[config.mk]
export PLATFORM = sky130hd
export DESIGN_NAME = pwm_multi
export DESIGN_NICKNAME = d
export VERILOG_FILES = /design/src/rtl/pwm_pkg.sv /design/src/rtl/pwm_regs.sv /design/src/rtl/pwm_prescale.sv /design/src/rtl/pwm_channel.sv /design/src/rtl/pwm_multi.sv
export SDC_FILE = /design/constraint.sdc
export NUM_CORES = 1
export LEC_CHECK = 0
export BUFFER_PORTS_ARGS = -buffer_cell sky130_fd_sc_hd__buf_2
export CORE_ASPECT_RATIO = 1.5
export CORE_MARGIN = 8
export CORE_UTILIZATION = 23
export CTS_CLUSTER_SIZE = 20
export DETAILED_ROUTE_END_ITERATION = 10
export MAX_ROUTING_LAYER = met4
export SYNTH_ARGS = -nofsm -noshare
export SYNTH_HDL_FRONTEND = slang
export SYNTH_SLANG_ARGS = --single-unit
[constraint.sdc]
create_clock -name clk -period 2.66 [get_ports clk]
set_input_delay 0.266 -clock clk [delete_from_list [all_inputs] [get_ports clk]]
set_output_delay 0.266 -clock clk [all_outputs]
set_load 0.03 [all_outputs]
[src/rtl/pwm_pkg.sv]
`timescale 1ns/1ps
package pwm_pkg;
   localparam int unsigned CNT_W      = 16;
   localparam int unsigned DIV_CODE_W = 3;
   localparam int unsigned LVL_W      = 2;
   localparam int unsigned MAX_SHIFT  = 10;

   typedef enum logic [1:0] {
      OP_WRITE = 2'd0,
      OP_SET   = 2'd1,
      OP_CLEAR = 2'd2,
      OP_FLIP  = 2'd3
   } bus_op_e;

   // field order is the software-visible layout of the period word
   typedef struct packed {
      logic [DIV_CODE_W-1:0] div_code;
      logic [LVL_W-1:0]      idle_lvl;
      logic [LVL_W-1:0]      busy_lvl;
      logic [CNT_W-1:0]      limit;
   } period_cfg_t;

   // shift grows by one up to code 4, then by two
   function automatic logic [3:0] div_shift(input logic [DIV_CODE_W-1:0] code);
      if (code < 3'd5) return {1'b0, code};
      else             return {code, 1'b0} - 4'd4;
   endfunction

   function automatic logic level_of(input logic [LVL_W-1:0] code);
      return code == 2'b11;
   endfunction

   function automatic logic merge_bit(input bus_op_e op, input logic cur, input logic wd);
      case (op)
         OP_WRITE: return wd;
         OP_SET:   return cur | wd;
         OP_CLEAR: return cur & ~wd;
         default:  return cur ^ wd;
      endcase
   endfunction
endpackage

[src/rtl/pwm_regs.sv]
`timescale 1ns/1ps
module pwm_regs import pwm_pkg::*; #(
   parameter int unsigned NCH    = 2,
   parameter int unsigned ADDR_W = 8
) (
   input  logic                        clk,
   input  logic                        rst_n,
   input  logic                        bus_we,
   input  logic [ADDR_W-1:0]           bus_addr,
   input  logic [31:0]                 bus_wdata,
   output logic [31:0]                 bus_rdata,
   output logic [NCH-1:0]              chan_en,
   output logic [NCH-1:0][CNT_W-1:0]   pend_duty,
   output period_cfg_t [NCH-1:0]       pend_cfg,
   output logic [NCH-1:0]              arm_pulse
);
   localparam int unsigned SLOT_W = ADDR_W - 4;
   localparam int unsigned CFG_W  = $bits(period_cfg_t);

   if (SLOT_W < 2 || (2 * NCH + 1) >= (1 << SLOT_W)) begin : g_bad_map
      $error("pwm_regs: address width too small for channel count");
   end

   logic              aligned;
   logic [SLOT_W-1:0] slot;
   bus_op_e           op;

   assign aligned = bus_addr[1:0] == 2'b00;
   assign slot    = bus_addr[ADDR_W-1:4];
   assign op      = bus_op_e'(bus_addr[3:2]);

   // control word
   logic           ctrl_hit;
   logic [NCH-1:0] ctrl_q;
   logic [NCH-1:0] ctrl_d;

   assign ctrl_hit = bus_we && aligned && (slot == '0);

   always_comb begin
      for (int b = 0; b < NCH; b++) begin
         ctrl_d[b] = merge_bit(op, ctrl_q[b], bus_wdata[b]);
      end
   end

   always_ff @(posedge clk or negedge rst_n) begin
      if (!rst_n)        ctrl_q <= '0;
      else if (ctrl_hit) ctrl_q <= ctrl_d;
   end

   assign chan_en = ctrl_q;

   // per-channel pending words
   for (genvar g = 0; g < NCH; g++) begin : g_chan
      localparam logic [SLOT_W-1:0] DUTY_SLOT = SLOT_W'(2 * g + 1);
      localparam logic [SLOT_W-1:0] CFG_SLOT  = SLOT_W'(2 * g + 2);

      logic             duty_hit;
      logic             cfg_hit;
      logic [CNT_W-1:0] duty_q;
      logic [CNT_W-1:0] duty_d;
      logic [CFG_W-1:0] cfg_q;
      logic [CFG_W-1:0] cfg_d;

      assign duty_hit = bus_we && aligned && (slot == DUTY_SLOT);
      assign cfg_hit  = bus_we && aligned && (slot == CFG_SLOT);

      always_comb begin
         for (int b = 0; b < CNT_W; b++) begin
            duty_d[b] = merge_bit(op, duty_q[b], bus_wdata[CNT_W + b]);
         end
         for (int b = 0; b < CFG_W; b++) begin
            cfg_d[b] = merge_bit(op, cfg_q[b], bus_wdata[b]);
         end
      end

      always_ff @(posedge clk or negedge rst_n) begin
         if (!rst_n) begin
            duty_q <= '0;
            cfg_q  <= '0;
         end else begin
            if (duty_hit) duty_q <= duty_d;
            if (cfg_hit)  cfg_q  <= cfg_d;
         end
      end

      assign pend_duty[g] = duty_q;
      assign pend_cfg[g]  = period_cfg_t'(cfg_q);
      assign arm_pulse[g] = cfg_hit;
   end

   // read mux: operation bits are ignored on reads
   always_comb begin
      bus_rdata = '0;
      if (aligned) begin
         if (slot == '0) bus_rdata = 32'(ctrl_q);
         for (int i = 0; i < NCH; i++) begin
            if (slot == SLOT_W'(2 * i + 1)) bus_rdata = {pend_duty[i], {CNT_W{1'b0}}};
            if (slot == SLOT_W'(2 * i + 2)) bus_rdata = {{(32 - CFG_W){1'b0}}, pend_cfg[i]};
         end
      end
   end

   // set never drops a bit, clear never adds one, toggle flips exactly the data bits
   a_r2_set_keeps_bits: assert property (@(posedge clk) disable iff (!rst_n)
      (ctrl_hit && op == OP_SET) |=> ((ctrl_q & $past(ctrl_q)) == $past(ctrl_q)));
   a_r2_clear_adds_none: assert property (@(posedge clk) disable iff (!rst_n)
      (ctrl_hit && op == OP_CLEAR) |=> ((ctrl_q & ~$past(ctrl_q)) == '0));
   a_r2_flip_selected: assert property (@(posedge clk) disable iff (!rst_n)
      (ctrl_hit && op == OP_FLIP) |=> ((ctrl_q ^ $past(ctrl_q)) == $past(bus_wdata[NCH-1:0])));
   // without a write strobe the control word holds
   a_r3_idle_bus_holds: assert property (@(posedge clk) disable iff (!rst_n)
      !bus_we |=> $stable(ctrl_q));
endmodule

[src/rtl/pwm_prescale.sv]
`timescale 1ns/1ps
module pwm_prescale import pwm_pkg::*; #(
   parameter int unsigned ACC_W = MAX_SHIFT
) (
   input  logic                  clk,
   input  logic                  rst_n,
   input  logic                  run,
   input  logic [DIV_CODE_W-1:0] div_code,
   output logic                  tick
);
   if (ACC_W < MAX_SHIFT) begin : g_bad_acc
      $error("pwm_prescale: accumulator narrower than largest shift");
   end

   logic [3:0]       shift;
   logic [ACC_W-1:0] mask;
   logic [ACC_W-1:0] acc_q;

   assign shift = div_shift(div_code);

   always_comb begin
      for (int b = 0; b < ACC_W; b++) begin
         mask[b] = (4'(b) < shift);
      end
   end

   assign tick = run && (acc_q == mask);

   always_ff @(posedge clk or negedge rst_n) begin
      if (!rst_n)        acc_q <= '0;
      else if (!run)     acc_q <= '0;
      else if (tick)     acc_q <= '0;
      else               acc_q <= acc_q + ACC_W'(1);
   end

   // accumulator never runs past the selected divide length
   a_r6_acc_bounded: assert property (@(posedge clk) disable iff (!rst_n)
      acc_q <= mask);
   // a stopped channel restarts its divider from zero
   a_r8_div_cleared: assert property (@(posedge clk) disable iff (!rst_n)
      !run |=> acc_q == '0);
endmodule

[src/rtl/pwm_channel.sv]
`timescale 1ns/1ps
module pwm_channel import pwm_pkg::*; #(
   parameter bit          OUT_REG = 1'b1,
   parameter int unsigned ACC_W   = MAX_SHIFT
) (
   input  logic             clk,
   input  logic             rst_n,
   input  logic             en,
   input  logic             arm,
   input  logic [CNT_W-1:0] pend_duty,
   input  period_cfg_t      pend_cfg,
   output logic             pwm_o
);
   logic             tick;
   logic             wrap;
   logic             commit;
   logic             armed_q;
   logic [CNT_W-1:0] cnt_q;
   logic [CNT_W-1:0] duty_w;
   period_cfg_t      cfg_w;
   logic             busy;
   logic             out_d;

   pwm_prescale #(.ACC_W(ACC_W)) u_prescale (
      .clk      (clk),
      .rst_n    (rst_n),
      .run      (en),
      .div_code (cfg_w.div_code),
      .tick     (tick)
   );

   assign wrap   = tick && (cnt_q == cfg_w.limit);
   assign commit = armed_q && (wrap || !en);

   always_ff @(posedge clk or negedge rst_n) begin
      if (!rst_n)         cnt_q <= '0;
      else if (!en)       cnt_q <= '0;
      else if (wrap)      cnt_q <= '0;
      else if (tick)      cnt_q <= cnt_q + CNT_W'(1);
   end

   always_ff @(posedge clk or negedge rst_n) begin
      if (!rst_n)         armed_q <= 1'b0;
      else if (arm)       armed_q <= 1'b1;
      else if (commit)    armed_q <= 1'b0;
   end

   always_ff @(posedge clk or negedge rst_n) begin
      if (!rst_n) begin
         duty_w <= '0;
         cfg_w  <= '0;
      end else if (commit) begin
         duty_w <= pend_duty;
         cfg_w  <= pend_cfg;
      end
   end

   assign busy  = en && (cnt_q < duty_w);
   assign out_d = busy ? level_of(cfg_w.busy_lvl) : level_of(cfg_w.idle_lvl);

   if (OUT_REG) begin : g_out_reg
      logic out_q;
      always_ff @(posedge clk or negedge rst_n) begin
         if (!rst_n) out_q <= 1'b0;
         else        out_q <= out_d;
      end
      assign pwm_o = out_q;
      // a disabled channel shows its inactive level one cycle later
      a_r8_idle_level: assert property (@(posedge clk) disable iff (!rst_n)
         !en |=> pwm_o == level_of($past(cfg_w.idle_lvl)));
   end else begin : g_out_comb
      assign pwm_o = out_d;
   end

   // count stays inside the working period
   a_r4_count_in_range: assert property (@(posedge clk) disable iff (!rst_n)
      cnt_q <= cfg_w.limit);
   // count only holds, steps by one, or returns to zero
   a_r4_count_step: assert property (@(posedge clk) disable iff (!rst_n)
      1'b1 |=> (cnt_q == $past(cnt_q) || cnt_q == $past(cnt_q) + CNT_W'(1) || cnt_q == '0));
   // working settings move only at a period boundary while running
   a_r7_hold_mid_period: assert property (@(posedge clk) disable iff (!rst_n)
      (en && !wrap) |=> ($stable(duty_w) && $stable(cfg_w)));
   // disabled channel clears its counter and takes an armed update at once
   a_r8_count_cleared: assert property (@(posedge clk) disable iff (!rst_n)
      !en |=> cnt_q == '0);
   a_r8_idle_commit: assert property (@(posedge clk) disable iff (!rst_n)
      (!en && armed_q && !arm) |=> (!armed_q && cfg_w == $past(pend_cfg)));
endmodule

[src/rtl/pwm_multi.sv]
`timescale 1ns/1ps
module pwm_multi import pwm_pkg::*; #(
   parameter int unsigned NCH     = 2,
   parameter int unsigned ADDR_W  = 8,
   parameter bit          OUT_REG = 1'b1
) (
   input  logic              clk,
   input  logic              rst_n,
   input  logic              bus_we,
   input  logic [ADDR_W-1:0] bus_addr,
   input  logic [31:0]       bus_wdata,
   output logic [31:0]       bus_rdata,
   output logic [NCH-1:0]    pwm_o
);
   localparam int unsigned ACC_W = MAX_SHIFT;

   if (NCH < 1 || NCH > 32) begin : g_bad_nch
      $error("pwm_multi: channel count must be 1 to 32");
   end
   if (ADDR_W > 16) begin : g_bad_addr
      $error("pwm_multi: address width above 16 is not supported");
   end

   logic [NCH-1:0]            chan_en;
   logic [NCH-1:0][CNT_W-1:0] pend_duty;
   period_cfg_t [NCH-1:0]     pend_cfg;
   logic [NCH-1:0]            arm_pulse;

   pwm_regs #(.NCH(NCH), .ADDR_W(ADDR_W)) u_regs (
      .clk       (clk),
      .rst_n     (rst_n),
      .bus_we    (bus_we),
      .bus_addr  (bus_addr),
      .bus_wdata (bus_wdata),
      .bus_rdata (bus_rdata),
      .chan_en   (chan_en),
      .pend_duty (pend_duty),
      .pend_cfg  (pend_cfg),
      .arm_pulse (arm_pulse)
   );

   for (genvar g = 0; g < NCH; g++) begin : g_ch
      pwm_channel #(.OUT_REG(OUT_REG), .ACC_W(ACC_W)) u_channel (
         .clk       (clk),
         .rst_n     (rst_n),
         .en        (chan_en[g]),
         .arm       (arm_pulse[g]),
         .pend_duty (pend_duty[g]),
         .pend_cfg  (pend_cfg[g]),
         .pwm_o     (pwm_o[g])
      );
   end

   // outputs are low in the first cycle after reset
   a_r1_low_after_reset: assert property (@(posedge clk) $rose(rst_n) |-> pwm_o == '0);
endmodule

==> results.sh <==
export IMPL_maxCapViolCount=0
export IMPL_nNetsFinal=1926
export IMPL_violations="negative setup slack"
export IMPL_instances_no_fill=2580
export IMPL_ff_latch_area_um2=5360
export IMPL_synth_area_per_cell_um2=9.68
export IMPL_start_util_pct=23.3
export IMPL_slowest_delay_ns=0.47
export IMPL_clk_pin_slew_ns=0.07
export IMPL_clk_latency_ns=0.55
export IMPL_worstPathRequired_ns=3.09
export IMPL_p_per_area_nw_per_um2=519
export IMPL_synth_nets=1818
export IMPL_grt_pass1_wl_mm=73.9
export IMPL_routed_wl_mm=47.0
export IMPL_drv_slew=0
export IMPL_wl_per_cell_um=18.2
export IMPL_hold_violations=0
export IMPL_vdd_drop_max_uv=442
export IMPL_crit_arrival_ns=3.26
export IMPL_globalplace_congestion=0.872
export IMPL_drive_above_1_share_pct=21.4
export IMPL_dieHeight_um=332
export IMPL_synthArstFlopShare_pct=100
export IMPL_worst_slew_margin_rel_pct=53.6
export IMPL_cts_root_buf="clkbuf_16"
export IMPL_multiInputGateArea_um2=9240
export IMPL_path_class="flop to flop"
export IMPL_antenna_found_initial=1
export IMPL_placed_cells=2522
export IMPL_cts_tree="done"
export IMPL_first_pass_iters=6
export IMPL_vias_per_cell=4.81
export IMPL_drc=0
export IMPL_grt_max_degree=79
export IMPL_cp_max_fo=8
export IMPL_io_buffers=76
export IMPL_dp_hpwl_mm=34.9
export IMPL_finalSetupViolCount=56
export IMPL_core_region_area_um2=65600
export IMPL_hold_class="input pin to async pin"
export IMPL_fmax_mhz=353
export IMPL_synth_area_leader_cell="dfrtp_1"
export IMPL_htreeDepth=1
export IMPL_finalSetupTns_ns=-5.96
export IMPL_clk_path_buf_depth=3
export IMPL_synth_seq_cells=214
export IMPL_yosysSeqAreaShare_pct=35.1
export IMPL_status="complete, but fails checks"
export IMPL_cp_end_kind="flop"
export IMPL_synthDominantCellAreaShare_pct=35.1
export IMPL_netlist_instances=1578
export IMPL_synth_area_um2=15300
export IMPL_drt_initial_drc_count=854
export IMPL_yosysWarnings=0
export IMPL_grt_setup_unrepaired="yes"
export IMPL_fin_crit_ns=2.83
export IMPL_cts_buffers_inserted=23
export IMPL_synth_cell_type_count=68
export IMPL_die_area_um2=75100
export IMPL_clock_sinks=214
export IMPL_skew_ns=0.0173
export IMPL_crit_chain="ha_4 > buf_6 > o21ai_2 > o221ai_2 > o21bai_4 > nor4bb_1 > buf_4 > a41oi_2 > nand3b_4 > buf_12 > mux2_1"
export IMPL_p_leak_nw=8.73
export IMPL_min_period_over_period_pct=107
export IMPL_grt_pass1_vias=13100
export IMPL_track_usage_pct=12.7
export IMPL_synthToLayoutAreaGrowth_pct=21.0
export IMPL_layout_setup_ws_ns=-0.174
export IMPL_synth_edf_count=0
export IMPL_detail_route_antenna_nets=0
export IMPL_slowest_stage="dfrtp_2"
export IMPL_rows=115
export IMPL_crit_path_start_kind="flop"
export IMPL_io_pins=77
export IMPL_fillers=6878
export IMPL_overflow=0
export IMPL_worst_pin_slew_ns=0.695
export IMPL_ys_flop_type="dfrtp_1"
export IMPL_vias=12400
export IMPL_die_x_um=226
export IMPL_synthTopCellsByArea="dfrtp_1 (35%), ha_1 (16%), a211oi_1 (8.3%)"
## sequential cells by signal, summed over array words and instances, names as in the netlist
register                         count
u_regs.g_chan.cfg_q                 46
g_ch.u_channel.cnt_q                32
g_ch.u_channel.duty_w               32
g_ch.u_channel.armed_q               2
g_ch.u_channel.u_prescale.acc_q     20
u_regs.g_chan.duty_q                32
g_ch.u_channel.cfg_w                46
u_regs.chan_en                       2
g_ch.u_channel.pwm_o                 2
## worst paths after layout
check | slack (ns) | start | cells after the start | to
max in group asynchronous | 1.53 | rst_n | 3 | g_ch[0].u_channel.pwm_o
hold reg to reg | 0.50 | g_ch[0].u_channel.cfg_w[19] | 1 | g_ch[0].u_channel.cfg_w[19]
hold / removal | 0.27 | rst_n | 2 | u_regs.g_chan[0].cfg_q[13]
setup reg to reg | -0.17 | g_ch[1].u_channel.cfg_w[22] | 11 | g_ch[1].u_channel.cfg_w[16]
min in group clk | 0.29 | bus_wdata[26] | 5 | u_regs.g_chan[1].duty_q[10]
setup / recovery | -0.17 | g_ch[1].u_channel.cfg_w[22] | 11 | g_ch[1].u_channel.cfg_w[16]
## logic make-up after synthesis
group | share of synthesized area [%]
DFF | 35.1
muxes | 11.7
and+or+nand+nor | 8.88
buffers and inverters | 6.65
adders and majority gates | 16.2
AOI/OAI and AO/OA | 18.2
xor gates and xnor gates | 3.27
## per-stage QoR
| stage | utilization [%] | hold slack, ns | setup slack (ns) | cell area (um^2) | power (W) |
|---|---|---|---|---|---|
| after floorplan | - | -0.0296 | 0.0253 | 15300 | 0.00520 |
| after global placement | 26.1 | 0.303 | -0.160 | 17100 | 0.00587 |
| after detailed placement | 26.1 | 0.308 | -0.194 | 17100 | 0.00601 |
| after CTS | 27.8 | 0.265 | -0.126 | 18200 | 0.00960 |
| after global routing | 28.2 | 0.320 | -0.284 | 18500 | 0.0101 |
| final | 28.2 | 0.275 | -0.174 | 18500 | 0.00958 |
## repair_timing
action / CTS / global route
hold buffers: 1 / 0
pin swaps: 9 / 22
cloned: 2 / 2
setup endpoints to repair: 57 / 61
gates resized for setup: 41 / 47
hold endpoints to repair: 73 / 0
setup buffers: 7 / 4
## cell type report
cell class                      count  share of cell area, %
Timing Repair Buffer              172                   7.34
Clock buffer                       29                   3.56
Multi-Input combinational cell   1110                   50.0
Tap cell                          877                   5.94
Sequential cell                   214                   29.0
Inverter                          165                   3.35
Antenna cell                        1                 0.0135
Clock inverter                     12                  0.806
## Yosys cell counts, drive strengths merged, types with 2 or more instances
cell type,count
o2111ai,4
buf,22
clkbuf,67
nor3,15
nor4,7
a2111oi,3
or2,2
o21a,3
or3,11
inv,165
and3,8
a21oi,112
nor2b,8
xor2,9
o211ai,2
o21ai,48
nand4,18
o22ai,2
a31oi,5
nand2b,10
nand3b,5
a21o,17
mux2,125
nor2,90
nand2,63
a211oi,168
mux2i,38
xnor2,48
ha,197
o221ai,2
a22oi,12
a41oi,4
and2,10
nand3,25
dfrtp,214
o31ai,3
a22o,17
## worst max-delay path: cells and delay by family (launching register included)
| kind | cells | cell delay, ns |
|---|---|---|
| simple gates | 2 | 0.64 |
| compound gates | 4 | 0.54 |
| buf+inv | 3 | 0.53 |
| flops | 1 | 0.47 |
| mux | 1 | 0.30 |
| fa+ha+maj | 1 | 0.22 |
## where the power goes
part | internal (W) | switching, W
clock | 0.00198 | 0.00150
sequential | 0.00359 | 0.000401
combinational | 0.000917 | 0.00119
## cells in the final DEF (no fill, tap or decap), types with 12 or more instances in the layout
cell,instances
a22oi_1,12
mux2_1,23
a211oi_1,164
buf_4,71
xnor2_1,47
nand2_1,60
a21oi_1,109
nand3_1,24
buf_2,73
clkbuf_16,23
dfrtp_1,212
a21o_1,16
mux2i_1,38
ha_1,195
a22o_1,17
nor2_1,87
mux2_2,81
nand4_1,18
o21ai_0,40
inv_1,163
mux2_4,21
## routing by layer
layer | routed length (um) | up-vias | track usage, %
met2 | 25000 | 283 | 22.8
met1 | 17900 | 6191 | 13.4
met5 | 0 | - | -
met4 | 2570 | 0 | 6.83
li1 | - | 5842 | -
met3 | 1550 | 103 | 1.40
Note: power is estimated with default switching activity, not from simulation.
